--- config.mk ---
export PLATFORM = sky130hd
export DESIGN_NAME = cube_bitrev_reorder
export DESIGN_NICKNAME = d
export VERILOG_FILES = /design/src/rtl/cube_reorder_pkg.sv /design/src/rtl/field_reverse.sv /design/src/rtl/cube_writer.sv /design/src/rtl/cube_reader.sv /design/src/rtl/cube_ram.sv /design/src/rtl/cube_bitrev_reorder.sv
export SDC_FILE = /design/constraint.sdc
export NUM_CORES = 2
export LEC_CHECK = 0
export ABC_CLOCK_PERIOD_IN_PS = 3100
export CORE_ASPECT_RATIO = 1.25
export CORE_MARGIN = 2
export CORE_UTILIZATION = 57
export DETAILED_ROUTE_END_ITERATION = 7
export MAX_ROUTING_LAYER = met4
export PLACE_DENSITY_LB_ADDON = 0.25
export SLEW_MARGIN = 5
export SYNTH_ARGS = -nofsm -noshare
export SYNTH_HDL_FRONTEND = slang
export SYNTH_SLANG_ARGS = --single-unit
--- constraint.sdc ---
create_clock -name clk -period 3.1 [get_ports clk]
set_clock_uncertainty 0.15 [all_clocks]
set_input_delay 0.62 -clock clk [delete_from_list [all_inputs] [get_ports clk]]
set_output_delay 0.62 -clock clk [all_outputs]
set_load 0.01 [all_outputs]
--- src/rtl/cube_reorder_pkg.sv ---
package cube_reorder_pkg;

    typedef enum logic {
        WR_EMPTY   = 1'b0,
        WR_FILLING = 1'b1
    } wr_state_e;

    typedef enum logic {
        RD_IDLE  = 1'b0,
        RD_DRAIN = 1'b1
    } rd_state_e;

    localparam int NUM_FIELDS = 3;

endpackage

--- src/rtl/field_reverse.sv ---
module field_reverse #(
    parameter int LOG_N = 2,
    localparam int IDX_W = cube_reorder_pkg::NUM_FIELDS * LOG_N
) (
    input  logic [IDX_W-1:0] idx,
    output logic [IDX_W-1:0] rev
);
    // Each field is mirrored on its own; fields keep their place.
    for (genvar f = 0; f < cube_reorder_pkg::NUM_FIELDS; f++) begin : g_field
        for (genvar b = 0; b < LOG_N; b++) begin : g_bit
            assign rev[f*LOG_N + b] = idx[f*LOG_N + (LOG_N-1-b)];
        end
    end
endmodule

--- src/rtl/cube_writer.sv ---
module cube_writer
    import cube_reorder_pkg::*;
#(
    parameter int LOG_N = 2,
    localparam int IDX_W = NUM_FIELDS * LOG_N,
    localparam int ADDR_W = IDX_W + 1
) (
    input  logic              clk,
    input  logic              rst_n,
    input  logic              in_valid,
    input  logic              in_first,
    output logic              wr_en,
    output logic [ADDR_W-1:0] wr_addr,
    output logic              wr_done,
    output logic              wr_bank,
    output logic [IDX_W-1:0]  wr_cnt
);
    wr_state_e       state_q;
    logic [IDX_W-1:0] cnt_q;
    logic            bank_q;
    logic [IDX_W-1:0] pos;
    logic            last;

    always_comb begin
        pos = (state_q == WR_EMPTY || in_first) ? '0 : cnt_q;
        last = (pos == '1);
    end

    always_ff @(posedge clk) begin
        if (!rst_n) begin
            state_q <= WR_EMPTY;
            cnt_q   <= '0;
            bank_q  <= 1'b0;
        end else if (in_valid) begin
            unique case (state_q)
                WR_EMPTY, WR_FILLING: begin
                    if (last) begin
                        state_q <= WR_EMPTY;
                        cnt_q   <= '0;
                        bank_q  <= ~bank_q;
                    end else begin
                        state_q <= WR_FILLING;
                        cnt_q   <= pos + 1'b1;
                    end
                end
                default: state_q <= WR_EMPTY;
            endcase
        end
    end

    always_comb begin
        wr_en   = in_valid;
        wr_addr = {bank_q, pos};
        wr_done = in_valid && last;
        wr_bank = bank_q;
        wr_cnt  = cnt_q;
    end
endmodule

--- src/rtl/cube_reader.sv ---
module cube_reader
    import cube_reorder_pkg::*;
#(
    parameter int LOG_N = 2,
    localparam int IDX_W = NUM_FIELDS * LOG_N,
    localparam int ADDR_W = IDX_W + 1
) (
    input  logic              clk,
    input  logic              rst_n,
    input  logic              done_in,
    input  logic              done_bank,
    output logic              rd_en,
    output logic [ADDR_W-1:0] rd_addr,
    output logic [1:0]        pending,
    output logic              rd_idle
);
    rd_state_e        state_q;
    logic [IDX_W-1:0] cnt_q;
    logic             bank_q;
    logic [1:0]       pend_q;
    logic [1:0]       pend_d;
    logic [IDX_W-1:0] cnt_rev;
    logic             rd_last;

    field_reverse #(.LOG_N(LOG_N)) i_rev (
        .idx (cnt_q),
        .rev (cnt_rev)
    );

    always_comb begin
        rd_last = (state_q == RD_DRAIN) && (cnt_q == '1);
        pend_d  = pend_q;
        if (rd_last) pend_d[bank_q] = 1'b0;
        if (done_in) pend_d[done_bank] = 1'b1;
    end

    always_ff @(posedge clk) begin
        if (!rst_n) begin
            state_q <= RD_IDLE;
            cnt_q   <= '0;
            bank_q  <= 1'b0;
            pend_q  <= 2'b00;
        end else begin
            pend_q <= pend_d;
            unique case (state_q)
                RD_IDLE: begin
                    cnt_q <= '0;
                    if (pend_q[bank_q]) state_q <= RD_DRAIN;
                end
                RD_DRAIN: begin
                    cnt_q <= cnt_q + 1'b1;
                    if (rd_last) begin
                        bank_q  <= ~bank_q;
                        state_q <= pend_q[~bank_q] ? RD_DRAIN : RD_IDLE;
                    end
                end
                default: state_q <= RD_IDLE;
            endcase
        end
    end

    always_comb begin
        rd_en   = (state_q == RD_DRAIN);
        rd_addr = {bank_q, cnt_rev};
        pending = pend_q;
        rd_idle = (state_q == RD_IDLE);
    end
endmodule

--- src/rtl/cube_ram.sv ---
module cube_ram #(
    parameter int ADDR_W = 7,
    parameter int DATA_W = 16,
    localparam int DEPTH = 1 << ADDR_W
) (
    input  logic              clk,
    input  logic              wr_en,
    input  logic [ADDR_W-1:0] wr_addr,
    input  logic [DATA_W-1:0] wr_data,
    input  logic              rd_en,
    input  logic [ADDR_W-1:0] rd_addr,
    output logic [DATA_W-1:0] rd_data
);
    logic [DATA_W-1:0] mem [DEPTH];

    always_ff @(posedge clk) begin
        if (wr_en) mem[wr_addr] <= wr_data;
    end

    always_ff @(posedge clk) begin
        if (rd_en) rd_data <= mem[rd_addr];
    end
endmodule

--- src/rtl/cube_bitrev_reorder.sv ---
module cube_bitrev_reorder
    import cube_reorder_pkg::*;
#(
    parameter int LOG_N = 2,
    parameter int DATA_W = 16
) (
    input  logic              clk,
    input  logic              rst_n,
    input  logic              in_valid,
    input  logic              in_first,
    input  logic [DATA_W-1:0] in_data,
    output logic              out_valid,
    output logic [DATA_W-1:0] out_data
);
    localparam int IDX_W = NUM_FIELDS * LOG_N;
    localparam int ADDR_W = IDX_W + 1;

    logic              wr_en;
    logic [ADDR_W-1:0] wr_addr;
    logic              wr_done;
    logic              wr_bank;
    logic [IDX_W-1:0]  wr_cnt;
    logic              rd_en;
    logic [ADDR_W-1:0] rd_addr;
    logic [1:0]        pending;
    logic              rd_idle;
    logic              out_valid_q;

    cube_writer #(.LOG_N(LOG_N)) i_writer (
        .clk      (clk),
        .rst_n    (rst_n),
        .in_valid (in_valid),
        .in_first (in_first),
        .wr_en    (wr_en),
        .wr_addr  (wr_addr),
        .wr_done  (wr_done),
        .wr_bank  (wr_bank),
        .wr_cnt   (wr_cnt)
    );

    cube_reader #(.LOG_N(LOG_N)) i_reader (
        .clk       (clk),
        .rst_n     (rst_n),
        .done_in   (wr_done),
        .done_bank (wr_bank),
        .rd_en     (rd_en),
        .rd_addr   (rd_addr),
        .pending   (pending),
        .rd_idle   (rd_idle)
    );

    cube_ram #(.ADDR_W(ADDR_W), .DATA_W(DATA_W)) i_ram (
        .clk     (clk),
        .wr_en   (wr_en),
        .wr_addr (wr_addr),
        .wr_data (in_data),
        .rd_en   (rd_en),
        .rd_addr (rd_addr),
        .rd_data (out_data)
    );

    always_ff @(posedge clk) begin
        if (!rst_n) out_valid_q <= 1'b0;
        else        out_valid_q <= rd_en;
    end

    assign out_valid = out_valid_q;
endmodule

==> impl_metrics.ini <==
[logic_synthesis]
synthMuxAreaShare_pct = 15.1
synth_compound_area_share_pct = 3.72
synth_fa_ha_area_share_pct = 0.0155
yosys.area_share.xor_xnor_pct = 0.0542
synth_top_area_cell = edfxtp_1
synth-seq-cells = 2083
synth_cells = 3955
async_reset_ff_share_pct = 0
synth-edff-count = 2064
synth-seq-area-share_pct = 77.1
synth_fp_nets = 3976
synthTopCellsByArea = edfxtp_1, mux4_2, mux2i_1
synth_top_family_by_area = multiplexers
synthSimpleGateAreaFrac_pct = 2.02
synth_top_area_share_pct = 76.7
synth_area_per_cell_sq_um = 20.4
yosys_warnings = 0
ys_types = 61
synth_ff_type = edfxtp_1
netlist_area_sq_um = 80900

[cells_and_area]
layout_common_cells = edfxtp_1, mux2i_1, mux4_2
final_common_cell = edfxtp_1
drive_above_1_share_pct = 25.1
syn_to_final_growth_pct = 15.9
nets = 4417
instances_no_fill = 6424

[worst_hold_path]
hold_path.class = in -> reg
holdCritStartpoint = in_data[15]
min_to = i_ram.mem[48][15]$_DFFE_PP_
hold_depth = 1

[power]
power.leakage_nw = 28.6
ir_worst_vdd_v = 0.000608
p_per_area_nw_per_um2 = 588

[place]
dp.final_hpwl_microns = 127000
io_buffers = 36
dp_cells = 6073
finalWeightedCongestion = 0.926

[global_routing]
grt_pass1_vias = 41500
grt_max_degree = 129
grt_overflow = 0
grt.total_usage_pct = 29.3
antenna_found_initial = 3
grt_pass1_wl_microns = 292000

[sta]
setup_viol = 0
slew_violations = 0
fmax_mhz = 326
period_needed_ns = 3.07
fin_crit_sh_pct = 98.9
hold_ws_ns = 0.0717
max_slew_margin_pct = 29.4
hold_viol = 0
worst_slew_pin_slew_ns = 1.06

[detailed_routing]
drtIter0Drc = 5227
wire_per_inst_microns = 31.8
vias_per_cell = 6.45
ant_nets = 0
drtPass1Iterations = 5
drc = 0
totalWireLength_microns = 204000
routed-via-count = 41400

[setup_path]
r2r_end = i_ram.rd_data[14]$_DFFE_PP_
worstSetupStartpointType = register
rr_worst_depth = 9
crit_fanout = 22
arrival_ns = 3.59
crit_required_ns = 3.63
r2r_slack_ns = 0.03
r2r_start = i_reader.cnt_q[1]$_SDFF_PN0_
end_kind = register
path_class = reg -> reg

[cts]
cts_root_buf = clkbuf_16
numClockSinks = 2083
cts_buffer_depth = 3
numCtsBuffers = 188
hold_buffers = 0
clk_pin_slew_ns = 0.06
clk_latency_ns = 0.81
cts_tree = done
htreeDepth = 4

[floorplanning]
core_sq_um = 141000
top_level_ports = 37
start_util_pct = 57.4
die-height_microns = 425
chipWidth_microns = 341
dieArea_sq_um = 145000
rows = 154

[run]
max_cap_violations = 0

[run_status]
status = finished clean
-- what timing repair did --
action                                  CTS  global route
endpoints found under the setup margin    2             6
pin swaps                                 1             0
setup buffers                             5             0
resized for setup                         1             5
hold endpoints to repair                  0             0
-- final cells by class --
type | instances | area [sq um]
Clock inverter | 97 | 1170
Inverter | 6 | 23.8
Tap cell | 1872 | 2340
Antenna cell | 4 | 10.0
Multi-Input combinational cell | 1633 | 17000
Fill cell | 8943 | 47100
Clock buffer | 245 | 5030
Sequential cell | 2083 | 62400
Timing Repair Buffer | 484 | 5710
-- how the worst max path moves through the flow --
stage | depth (start not counted) | startpoint | slack (ns) | end
finish | 9 | i_reader.cnt_q[1]$_SDFF_PN0_ | 0.03 | i_ram.rd_data[14]$_DFFE_PP_
global route | 9 | i_reader.cnt_q[1]$_SDFF_PN0_ | -0.004 | i_ram.rd_data[14]$_DFFE_PP_
CTS | 9 | i_reader.cnt_q[1]$_SDFF_PN0_ | 0.009 | i_ram.rd_data[14]$_DFFE_PP_
detailed placement | 8 | in_first | -0.008 | i_ram.mem[1][3]$_DFFE_PP_
global placement | 8 | in_first | -0.04 | i_ram.mem[57][2]$_DFFE_PP_
floorplan | 7 | in_first | -0.09 | i_ram.mem[25][0]$_DFFE_PP_
-- cell families (layout without fill, tap and decap cells) --
family	count (synthesis)	after routing
adders and majority gates	1	1
xor gates and xnor gates	5	5
and+or+nand+nor	385	385
DFF	2083	2083
other	0	4
buffers and inverters	239	832
muxes	786	786
AOI/OAI and AO/OA	456	456
-- synthesized netlist by cell type, types with 4 or more instances --
master    instances
buf_1            23
o21ai_0          68
dfxtp_1          19
or3_1            10
o211ai_1          7
o22ai_1          43
nor3_1            6
or2_2             4
nand2_1         118
buf_12           12
mux4_2          346
nand3b_1          4
inv_1             6
a21boi_0          5
mux2_2            4
a31oi_1          40
edfxtp_1       2064
nand4_1           7
nand2b_1          6
o221ai_1         21
buf_4            24
a311oi_1          8
clkbuf_1         94
a221oi_1         29
nor2_1          186
buf_2            40
a211o_1          18
a22oi_1          53
o21ai_1           4
buf_6            23
and3_1            6
nor2b_1           9
a21oi_1         112
a211oi_1         23
mux2i_1         436
nand3_1          18
buf_8            17
-- through the flow --
step	worst slack, ns	cell area (sq um)	utilization [%]	total power, mW	setup TNS, ns
after floorplan	-0.0934	80900	-	31.6	-18.97
after global placement	-0.0415	87400	62.1	32.3	-1.69
after detailed placement	-0.00797	87400	62.1	32.3	-0.163
after CTS	0.00911	93700	66.5	55.4	0
after global routing	-0.00395	93700	66.5	56.4	-0.00395
final	0.0331	93700	66.5	55.1	0
-- report_power, final --
part	switching, mW	total, mW	leakage (nW)	internal (mW)
clock network	10.0	23.4	3.01	13.4
logic	0.632	0.766	6.92	0.134
registers	0.00766	31.0	18.7	30.9
-- metal layers --
layer / global-route usage [%] / wire (microns) / up-vias
met2: 46.3 / 101000 / 2091
met5: - / 0 / -
li1: - / - / 17200
met4: 12.7 / 9660 / 0
met1: 38.1 / 76000 / 21700
met3: 5.07 / 17500 / 433
-- critical path, stage by stage (launching register included) --
cell and delay [ns]:
dfxtp_4 0.43, buf_12 0.22, buf_12 0.24, buf_4 0.26, mux4_2 0.29, nor2_1 0.05
a21oi_1 0.12, a31oi_1 0.09, nor3_1 0.81, o32a_1 0.25
-- registers in the layout, indices dropped and copies added, names as in the netlist --
name / flops
i_writer.wr_bank: 1
i_writer.state_q: 1
i_reader.rd_en: 1
i_ram.mem: 2048
i_ram.rd_data: 16
out_valid: 1
i_reader.pending: 2
i_reader.bank_q: 1
i_writer.wr_cnt: 6
i_reader.cnt_q: 6
Power figures use the tool's default switching activity.
